## src/rtl/acc_sequencer.sv

```systemverilog
module acc_sequencer #(
  parameter int AW = 12,
  parameter int DW = 16,
  parameter int BW = 8
) (
  input  logic          clk,
  input  logic          rst,
  output logic [AW-1:0] mem_addr,
  output logic [DW-1:0] mem_wdata,
  output logic          mem_we,
  input  logic [DW-1:0] mem_rdata,
  input  logic [BW-1:0] in_data,
  input  logic          in_strobe,
  output logic [BW-1:0] out_data,
  input  logic          out_ack,
  output logic          halted
);
  localparam int OPW = DW - AW - 1;
  localparam logic [OPW-1:0] OP_AND  = 3'd0;
  localparam logic [OPW-1:0] OP_ADD  = 3'd1;
  localparam logic [OPW-1:0] OP_LOAD = 3'd2;
  localparam logic [OPW-1:0] OP_STOR = 3'd3;
  localparam logic [OPW-1:0] OP_JUMP = 3'd4;
  localparam logic [OPW-1:0] OP_CALL = 3'd5;
  localparam logic [OPW-1:0] OP_INCS = 3'd6;
  localparam logic [OPW-1:0] OP_CTRL = 3'd7;

  typedef enum logic [2:0] {
    S_FETCH, S_DECODE, S_IND, S_INDD, S_OPER, S_EXEC, S_INTR, S_HALT
  } state_t;

  state_t        state;
  logic [AW-1:0] pc, ar;
  logic [OPW:0]  ir_top;
  logic [DW-1:0] ac;
  logic          e_bit, int_en, irq_r, in_flag, out_flag;
  logic [BW-1:0] in_reg, out_reg;

  wire [OPW-1:0] op      = ir_top[OPW-1:0];
  wire           ind     = ir_top[OPW];
  wire [DW-1:0]  incd    = mem_rdata + 1'b1;
  wire           setter  = state inside {S_IND, S_INDD, S_OPER, S_EXEC};
  wire [DW-1:0]  pc_word = {{(DW-AW){1'b0}}, pc};

  assign halted   = (state == S_HALT);
  assign out_data = out_reg;

  always_comb begin
    mem_addr  = ar;
    mem_wdata = ac;
    mem_we    = 1'b0;
    case (state)
      S_FETCH: mem_addr = pc;
      S_INTR: begin
        mem_addr  = '0;
        mem_wdata = pc_word;
        mem_we    = 1'b1;
      end
      S_EXEC: begin
        if (op == OP_STOR) mem_we = 1'b1;
        if (op == OP_CALL) begin mem_we = 1'b1; mem_wdata = pc_word; end
        if (op == OP_INCS) begin mem_we = 1'b1; mem_wdata = incd; end
      end
      default: ;
    endcase
  end

  always_ff @(posedge clk) begin
    if (rst) begin
      state    <= S_FETCH;
      pc       <= '0;
      ar       <= '0;
      ir_top   <= '0;
      ac       <= '0;
      e_bit    <= 1'b0;
      int_en   <= 1'b0;
      irq_r    <= 1'b0;
      in_flag  <= 1'b0;
      out_flag <= 1'b0;
      in_reg   <= '0;
      out_reg  <= '0;
    end else begin
      if (setter && int_en && (in_flag || out_flag)) irq_r <= 1'b1;
      case (state)
        S_FETCH: state <= irq_r ? S_INTR : S_DECODE;
        S_DECODE: begin
          ir_top <= mem_rdata[DW-1 -: OPW+1];
          ar     <= mem_rdata[AW-1:0];
          pc     <= pc + 1'b1;
          if (mem_rdata[DW-2 -: OPW] == OP_CTRL) state <= S_EXEC;
          else if (mem_rdata[DW-1])              state <= S_IND;
          else                                   state <= S_OPER;
        end
        S_IND:  state <= S_INDD;
        S_INDD: begin
          ar    <= mem_rdata[AW-1:0];
          state <= S_OPER;
        end
        S_OPER: state <= S_EXEC;
        S_EXEC: begin
          state <= S_FETCH;
          case (op)
            OP_AND:  ac <= ac & mem_rdata;
            OP_ADD:  {e_bit, ac} <= {1'b0, ac} + {1'b0, mem_rdata};
            OP_LOAD: ac <= mem_rdata;
            OP_STOR: ;
            OP_JUMP: pc <= ar;
            OP_CALL: pc <= ar + 1'b1;
            OP_INCS: if (incd == '0) pc <= pc + 1'b1;
            default: begin
              if (!ind) begin
                if (ar[AW-1])      ac <= '0;
                else if (ar[AW-2]) e_bit <= 1'b0;
                else if (ar[AW-5]) begin ac <= {e_bit, ac[DW-1:1]}; e_bit <= ac[0]; end
                else if (ar[AW-6]) begin ac <= {ac[DW-2:0], e_bit}; e_bit <= ac[DW-1]; end
                else if (ar[AW-7]) ac <= ac + 1'b1;
                else if (ar[0])    state <= S_HALT;
              end else begin
                if (ar[AW-1]) begin
                  ac      <= {{(DW-BW){1'b0}}, in_reg};
                  in_flag <= 1'b0;
                end else if (ar[AW-2]) begin
                  out_reg  <= ac[BW-1:0];
                  out_flag <= 1'b0;
                end else if (ar[AW-3]) begin
                  if (in_flag) pc <= pc + 1'b1;
                end else if (ar[AW-4]) begin
                  if (out_flag) pc <= pc + 1'b1;
                end else if (ar[AW-5]) int_en <= 1'b1;
                else if (ar[AW-6])     int_en <= 1'b0;
              end
            end
          endcase
        end
        S_INTR: begin
          pc     <= {{(AW-1){1'b0}}, 1'b1};
          int_en <= 1'b0;
          irq_r  <= 1'b0;
          state  <= S_FETCH;
        end
        S_HALT: ;
        default: state <= S_FETCH;
      endcase
      if (in_strobe) begin
        in_flag <= 1'b1;
        in_reg  <= in_data;
      end
      if (out_ack) out_flag <= 1'b1;
    end
  end


  write_phase_chk: assert property (@(posedge clk) disable iff (rst)
    mem_we |-> (state == S_EXEC || state == S_INTR));


  halt_hold_chk: assert property (@(posedge clk) disable iff (rst)
    halted |=> (halted && !mem_we));


  intr_save_chk: assert property (@(posedge clk) disable iff (rst)
    (state == S_INTR) |-> (mem_we && mem_addr == '0 && mem_wdata == pc_word));


  intr_vector_chk: assert property (@(posedge clk) disable iff (rst)
    (state == S_INTR) |=> (pc == {{(AW-1){1'b0}}, 1'b1} && !int_en && !irq_r));


  irq_enable_chk: assert property (@(posedge clk) disable iff (rst)
    $rose(irq_r) |-> $past(int_en));


  pc_step_chk: assert property (@(posedge clk) disable iff (rst)
    (state == S_DECODE) |=> (pc == $past(pc) + 1'b1));
endmodule

```

## config.mk

```make
export PLATFORM = sky130hd
export DESIGN_NAME = acc_sequencer
export DESIGN_NICKNAME = d
export VERILOG_FILES = /design/src/rtl/acc_sequencer.sv
export SDC_FILE = /design/constraint.sdc
export NUM_CORES = 1
export LEC_CHECK = 0
export ABC_CLOCK_PERIOD_IN_PS = 7300
export BUFFER_PORTS_ARGS = -buffer_cell sky130_fd_sc_hd__buf_2
export CORE_UTILIZATION = 60
export CTS_CLUSTER_DIAMETER = 120
export CTS_CLUSTER_SIZE = 12
export DETAILED_ROUTE_END_ITERATION = 10
export PLACE_DENSITY = 0.81
export REMOVE_ABC_BUFFERS = 1
export SYNTH_ARGS = -nofsm -noshare
export SYNTH_HDL_FRONTEND = slang
export SYNTH_SLANG_ARGS = --single-unit
```

## constraint.sdc

```tcl
create_clock -name clk -period 7.3 [get_ports clk]
set_clock_uncertainty 0.1 [all_clocks]
set_input_delay 0 -clock clk [delete_from_list [all_inputs] [get_ports clk]]
set_output_delay 0 -clock clk [all_outputs]
set_load 0.01 [all_outputs]
```

# == Word level (Yosys, flattened, before mapping) ==
# Index checks and enable logic that the tools add are counted.
# Widths: inputs -> output; s select.
# totals
reg_bits,68
in_bits,28
out_inout_bits,38
word_cells,153
# op_classes
n_addsub,5
n_eq_ne,36
muxes,64
n_bitwise,5
n_reduce_logical,31
# op_table
operator,n
$mux 16,9
$mux 12,8
$pmux 16 s4,1
$pmux 12 s4,1
$pmux 12 s3,1
$mux 3,11
$add 16x1->16 const B,2
$pmux 16 s2,1
$mux 1,27
$add 12x1->12 const B,2
$eq 3x3->1 const B,8
$pmux 12 s2,1
$pmux 3 s7,1
$ne 5x2->1 const B,4
$reduce_and 5->1,4
$ne 6x3->1 const B,3
$add 16x16->17,1
$and 16x16->16,1
$logic_not 16->1,1
$ne 2x2->1 const B,8
$reduce_bool 2->1,7
$reduce_bool 7->1,2
$eq 3x2->1 const B,4
$reduce_and 9->1,1
other kinds (18),32

# == Logic depth before layout (Yosys ltp) ==
# Gate-level depths: netlist of the first run.
# depth
ltp_word,9
mapped_depth,11
ltp_nobuf,9

# == Least setup slack after synthesis of the first run ==
# OpenSTA, ideal clock, no wires.
# synth_path
path_type,register to register
from,reg ac[0]
to,reg ac[8]
setup_time_ns,0.136
t_arrival_ns,2.308
t_required_ns,7.064
setup_slack_ns,4.756
path_stages_with_launch,10
path_buffers,0
synth_period_minus_slack_ns,2.544
path_cell_list,dfxtp_1 -> ha_1 -> fa_1 -> a211oi_1 -> nor2_1 -> o31ai_1 -> a21oi_1 -> xor2_1 -> a221oi_1 -> a211oi_1
# synth_between
elab_chain_cells,8
word_cells_on_any_way,9
classes_between,2 x add/sub; 7 x mux
# synth_lines
element,line_no,rtl
"start, declared",35,logic [DW-1:0] ac;
"start signal, assigned",103,OP_AND: ac <= ac & mem_rdata;
"start signal, assigned",104,"OP_ADD: {e_bit, ac} <= {1'b0, ac} + {1'b0, mem_rdata};"
"start signal, assigned",105,OP_LOAD: ac <= mem_rdata;
$add 16x1->16,116,else if (ar[AW-7]) ac <= ac + 1'b1;
$mux 16,116,
$mux 16,115,"else if (ar[AW-6]) begin ac <= {ac[DW-2:0], e_bit}; e_bit <= ac[DW-1]; end"
$mux 16,114,"else if (ar[AW-5]) begin ac <= {e_bit, ac[DW-1:1]}; e_bit <= ac[0]; end"
$mux 16,113,else if (ar[AW-2]) e_bit <= 1'b0;
$mux 16,112,if (ar[AW-1]) ac <= '0;
$mux 16,111,if (!ind) begin
$pmux 16 s4 *,102,case (op)
# Mark *: on every way between the ends. The rest lies on a longest branch, timed or not. The select of a mux whose other input is x is not followed.
# A chain may end at the register's enable or synchronous reset.

# == Worst setup path in the final report of the first run ==
# layout_path
from,reg state[2]
to,out mem_wdata[11]
# layout_between
elab_chain_cells,2
word_cells_on_any_way,3
classes_between,2 x eq/ne; 1 x mux
# layout_lines
element,line_no,rtl
"start, declared",32,state_t state;
"start signal, assigned",85,S_FETCH: state <= irq_r ? S_INTR : S_DECODE;
$eq 3x3->1,52,case (state)
$pmux 16 s2 *,52,
"end, declared",9,"output logic [DW-1:0] mem_wdata,"
# Mark *: on every way between the ends. The rest lies on a longest branch, timed or not.

==> results of run 1 <==
## power by group
group / internal (W) / switching [W]
Clock: 0.000156 / 0.000155
Combinational: 0.000137 / 0.000232
Sequential: 0.000396 / 0.0000698
Total: 0.000689 / 0.000457
## path summary, 6_finish.rpt
path / endpoint / slack, ns / from
hold reg to reg: out_data[6] / 0.41 / out_data[6]
setup reg to reg: ac[15] / 4.14 / ar[6]
hold / removal: int_en / 0.21 / rst
setup / recovery: mem_wdata[11] / 3.34 / state[2]
## kinds of logic after synthesis
logic type | synth area share [%]
buf+inv | 7.578
simple gates | 25.74
fa+ha+maj | 4.531
compound gates | 27.63
flops | 21.81
mux | 6.957
xor+xnor | 5.754
## routing by layer
| layer | vias up | track usage, % |
|---|---|---|
| li1 | 3257 | - |
| met1 | 3331 | 53.94 |
| met2 | 494 | 57.95 |
| met3 | 79 | 7.018 |
| met4 | 0 | 23.27 |
| met5 | - | 0 |
## synth_stat cells, types with 7 or more instances
| master | instances |
|---|---|
| nand4_1 | 16 |
| and4_1 | 8 |
| ha_1 | 21 |
| nand2b_1 | 8 |
| dfxtp_1 | 68 |
| a22oi_1 | 23 |
| mux2i_1 | 40 |
| inv_1 | 18 |
| xor2_1 | 21 |
| a221oi_1 | 7 |
| nor2_1 | 107 |
| nor3_1 | 28 |
| buf_2 | 29 |
| a31oi_1 | 12 |
| a21oi_1 | 60 |
| xnor2_1 | 20 |
| o21ai_0 | 69 |
| nand3_1 | 23 |
| o211ai_1 | 7 |
| a211oi_1 | 14 |
| clkbuf_1 | 38 |
| and3_1 | 12 |
| o21a_1 | 9 |
| nand2_1 | 102 |
## final cells by class
cell class                      count  share of cell area [%]
Inverter                           19                   1.037
Timing Repair Buffer              103                   10.04
Multi-Input combinational cell    707                   64.06
Clock inverter                      4                  0.7457
Clock buffer                       11                   1.910
Tap cell                          133                   2.419
Sequential cell                    68                   19.79
## per-stage QoR
step	hold slack, ns	setup WS, ns
3_5_place_dp	0.1193	3.932
5_1_grt	0.2193	3.170
6_report	0.2129	3.337
4_1_cts	0.1885	3.528
2_1_floorplan	-0.03093	4.406
3_3_place_gp	0.1152	3.993
## tightest hold or removal path, cell delays in order
cell,delay [ns]
buf_2,0.10
buf_4,0.35
nor2_1,0.17
## timing repair
| item | 4_1_cts | 5_1_grt |
|---|---|---|
| endpoints found under the hold margin | 26 | 0 |
| setup endpoints to repair | 0 | 0 |
| hold buffers | 32 | 0 |
==> impl_metrics.py, run 1 <==
metrics = {
    "drt": {
        "wl_um": 21440,
        "viasPerCell": 6.853,
        "dr.max_layer_used": "met4",
        "post-route-drc-count": 0,
        "wl_met3_um": 2580,
        "routed-via-count": 7161,
        "drtIter0Drc": 729,
        "ant_nets": 0,
        "dr_wl_met2_um": 9224,
        "met1Wirelength_um": 8554,
        "drt_pass1_iterations": 8,
        "wire_per_inst_um": 20.52,
    },
    "synth": {
        "synthFlopType": "dfxtp_1",
        "syn-mean-instance-area_um2": 7.141,
        "yosys_warnings": 0,
        "synth_edf_count": 0,
        "syn_inst": 874,
        "synth_cell_types": 73,
        "ys_ff_latch": 68,
        "yosysSeqAreaShare_pct": 21.81,
        "netlist_area_mm2": 0.006241,
        "synth_top_area_cell": "dfxtp_1",
        "async_reset_ff_share_pct": 0,
        "synth_top_area_share_pct": 21.81,
        "synth.area.top_cells": "dfxtp_1 (22%), nor2_1 (6.4%), mux2i_1 (6.4%), nand2_1 (6.1%), o21ai_0 (5.5%)",
    },
    "critical_path": {
        "r2r_cells": 7,
        "cp_top_family": "compound AO/OA/AOI/OAI gates",
        "path_cells": "and3b_1, nand2_1, or2_2, o21ai_1, a22oi_1, o21ai_0, buf_2",
        "critPathMaxStageDelay_ns": 1.06,
        "crit_cells": 7,
        "worst-path-buf-inv": 1,
        "endpoint_kind": "output port",
        "slowest_stage": "o21ai_1",
        "cp.required_ns": 7.20,
        "arrival_ns": 3.86,
        "cp-start-kind": "flop",
        "critical_path_class": "flop to output port",
        "cp_max_fo": 25,
    },
    "sta": {
        "report.final.slew_viol_count": 0,
        "slew_headroom_pct": 11.03,
        "hold_violations": 0,
        "max_freq_mhz": 252.3,
        "setup_violations": 0,
        "rsz0062_at_grt": "false",
        "worst_pin_slew_ns": 1.326,
        "tns_ns": 0,
        "fin_crit_sh_pct": 54.29,
        "post-route-min-period_ns": 3.963,
    },
    "final_layout": {
        "final_common_cell": "nor2_1",
        "largestRegisters": "ac: 16 flops, ar: 12 flops, pc: 12 flops",
        "largest_register_ffs": 16,
        "syn_to_final_growth_pct": 10.22,
        "drive_gt1_share_pct": 11.84,
        "ff_latch_area_mm2": 0.001361,
        "layout_common_cells": "nor2_1 (107), nand2_1 (102), o21ai_0 (69)",
        "final_area_mm2": 0.006879,
        "regMostFlops": "ac",
        "final_nets": 958,
        "multiInputGateArea_mm2": 0.004407,
        "n_antenna_cell": 0,
        "utilization_pct": 69.42,
        "fin_cells": 1045,
        "fillCellCount": 862,
    },
    "pwr": {
        "p_leak_nw": 2.571,
        "ir_drop_mv": 0.1544,
        "p_per_area_mw_per_mm2": 166.6,
        "p_total_w": 0.001146,
    },
    "cts": {
        "ctsResizeCount": 0,
        "numCtsBuffers": 9,
        "clkLatencyLatePin_ns": 0.37,
        "cts.clk_slew.worst_paths_ns": 0.08,
        "cts_root_buf": "clkbuf_8",
        "post-cts-setup-buffer-count": 0,
        "h-tree-depth": 3,
        "cts_buffer_depth": 2,
        "tritoncts_num_sinks": 68,
        "cts_tree": "done",
    },
    "run_status": {
        "outcome": "completed",
    },
    "hold_path": {
        "holdPathStages": 3,
        "hold_path_class": "input pin to flop",
    },
    "global_routing": {
        "antenna_found_initial": 0,
        "grt_pass1_vias": 6319,
        "grt_pass1_wl_um": 33950,
        "grt_use_total_pct": 39.49,
        "grt_max_degree": 73,
        "grt.overflow.total": 0,
    },
    "place": {
        "gp_congestion": 0.9999,
        "hpwl_um": 14700,
        "placed_cell_area_mm2": 0.006376,
        "dp_cells": 998,
        "port_buffers": 65,
    },
    "die": {
        "die_height_um": 104.0,
        "floorplan.initialDensity_pct": 62.98,
        "dieArea_mm2": 0.01081,
        "io_pins": 66,
        "rows": 36,
        "die_width_um": 104.0,
        "core_region_area_mm2": 0.009910,
    },
    "flow_run": {
        "maxCapViolations": 0,
    },
}
Power figures use the tool's default switching activity.
==> run 2, diff against run 1 <==
Settings changed: ABC_CLOCK_PERIOD_IN_PS 7300 to 3700.
Clock period 7.3 ns to 3.7 ns, I/O delays scaled along.
==> impl_metrics.py, run 2 (synthesis gave the netlist of run 1 again) <==
metrics = {
    "sta": {
        "slew_headroom_pct": 34.78,
        "rsz0062_at_grt": "false",
        "tns_ns": 0,
        "hold_slack_ns": 0.1514,
        "hold_violations": 0,
        "fin_crit_sh_pct": 89.43,
        "report.final.slew_viol_count": 0,
        "setup_violations": 0,
        "max_freq_mhz": 302.2,
        "post-route-min-period_ns": 3.309,
        "worst_pin_slew_ns": 0.9747,
    },
    "critical_path": {
        "critPathMaxStageDelay_ns": 0.81,
        "path_cells": "and3b_1, nand2_1, or2_2, o21ai_1, buf_4, a22oi_1, o21ai_0, buf_2",
        "rr_startpoint": "ac[0]",
        "worst-path-buf-inv": 2,
        "r2r_cells": 9,
        "cp.required_ns": 3.60,
        "crit_cells": 8,
        "slowest_stage": "dfxtp_1",
        "critical_path_class": "flop to output port",
        "endpoint_kind": "output port",
        "critical_path.startpoint": "state[2]",
        "cp-start-kind": "flop",
        "cp_max_fo": 25,
        "cp_top_family": "simple AND/OR/NAND/NOR gates",
        "arrival_ns": 3.21,
    },
    "final_layout": {
        "n_antenna_cell": 0,
        "fin_cells": 1056,
        "syn_to_final_growth_pct": 11.85,
        "final_nets": 968,
        "largestRegisters": "ac: 16 flops, ar: 12 flops, pc: 12 flops",
        "largest_register_ffs": 16,
        "drive_gt1_share_pct": 12.78,
        "final_common_cell": "nor2_1",
        "fillCellCount": 838,
        "final_area_mm2": 0.006980,
        "layout_common_cells": "nor2_1 (107), nand2_1 (102), o21ai_0 (69)",
        "utilization_pct": 70.44,
        "regMostFlops": "ac",
    },
    "cts": {
        "h-tree-depth": 3,
        "clkLatencyLatePin_ns": 0.38,
        "ctsResizeCount": 0,
        "cts_tree": "done",
        "tritoncts_num_sinks": 68,
        "cts.clk_slew.worst_paths_ns": 0.07,
        "cts_buffer_depth": 2,
        "cts_root_buf": "clkbuf_8",
        "numCtsBuffers": 9,
    },
    "die": {
        "floorplan.initialDensity_pct": 62.98,
        "core_region_area_mm2": 0.009910,
        "die_width_um": 104.0,
        "dieArea_mm2": 0.01081,
        "io_pins": 66,
        "die_height_um": 104.0,
        "rows": 36,
    },
    "hold_path": {
        "holdPathStages": 2,
        "hold_path_class": "input pin to flop",
        "min_from": "rst",
    },
    "pwr": {
        "power.share.switching_pct": 38.77,
        "p_switching_w": 0.0009160,
        "p_seq_share_pct": 38.1,
        "p_leak_nw": 2.639,
        "p_int_w": 0.001447,
        "p_per_area_mw_per_mm2": 338.5,
        "combPwrFrac_pct": 32.5,
        "ir_drop_mv": 0.3743,
        "clkPwrFrac_pct": 29.5,
    },
    "global_routing": {
        "grt_use_met1_pct": 52.46,
        "grt_pass1_wl_um": 34630,
        "grt.overflow.total": 0,
        "grt_max_degree": 47,
        "met3_usage_pct": 10.78,
        "antenna_found_initial": 1,
        "grt_use_total_pct": 39.94,
        "grt.busiest_layer": "met2",
        "met2_usage_pct": 62.81,
        "grt_pass1_vias": 6555,
    },
    "drt": {
        "post-route-drc-count": 0,
        "ant_nets": 0,
        "routed-via-count": 7175,
        "drt_pass1_iterations": 7,
        "wl_um": 21650,
        "wire_per_inst_um": 20.50,
        "viasPerCell": 6.795,
        "drtIter0Drc": 871,
    },
    "place": {
        "gp_congestion": 1.025,
        "placed_cell_area_mm2": 0.006451,
        "port_buffers": 65,
        "hpwl_um": 14810,
        "dp_cells": 1008,
    },
    "flow_run": {
        "maxCapViolations": 0,
    },
    "run_status": {
        "outcome": "completed",
    },
}
==> run 2: worst paths after layout <==
kind	to	slack [ns]
worst max-delay path	mem_wdata[9]	0.39
worst min-delay path	ir_top[2]	0.15
worst min register to register	out_data[4]	0.42
worst max register to register	ac[12]	0.70
==> run 2: area by class of cell <==
cell class / count / area (um^2) / share of cell area (%)
Clock buffer: 12 / 135.1 / 1.936
Timing Repair Buffer: 113 / 765.7 / 10.97
Sequential cell: 68 / 1361 / 19.50
Multi-Input combinational cell: 707 / 4407 / 63.13
Clock inverter: 4 / 73.82 / 1.058
Inverter: 19 / 71.32 / 1.022
Tap cell: 133 / 166.4 / 2.384
==> run 2: stage by stage <==
stage	setup slack [ns]	total power, W
after floorplan	0.8060	0.001334
final	0.3910	0.002363
after detailed placement	0.8181	0.001617
after global routing	0.2611	0.002466
after global placement	0.8715	0.001600
after CTS	0.4850	0.002338
==> run 2: timing repair <==
action | in CTS | in global routing
buffers inserted | 0 | 0
endpoints found under the hold margin | 26 | 0
hold buffers | 32 | 0
==> run 2: metal layers <==
metal | vias up | part of all wire, % | routed length, um
met3 | 74 | 12 | 2575
met1 | 3333 | 40 | 8631
met2 | 506 | 45 | 9798
li1 | 3260 | - | -
met4 | 2 | 2.8 | 603
met5 | - | 0.17 | 36
==> run 2: worst register-to-register path, cell delays in order (launching register included) <==
cell      delay (ns)
dfxtp_1         0.41
ha_1            0.28
fa_1            0.44
a211oi_1        0.22
nor2_1          0.10
o31ai_1         0.48
a311oi_1        0.31
nor3_1          0.25
xor2_1          0.09
o41ai_1         0.21
==> run 2: power by group through the flow <==
| stage | logic (W) | clock network [W] | registers (W) |
|---|---|---|---|
| after global placement | 0.000692 | 0 | 0.000908 |
| after global routing | 0.000830 | 0.000728 | 0.000907 |
| final | 0.000767 | 0.000697 | 0.000899 |
| after detailed placement | 0.000708 | 0 | 0.000909 |
| after floorplan | 0.000438 | 0 | 0.000896 |
| after CTS | 0.000741 | 0.000703 | 0.000893 |
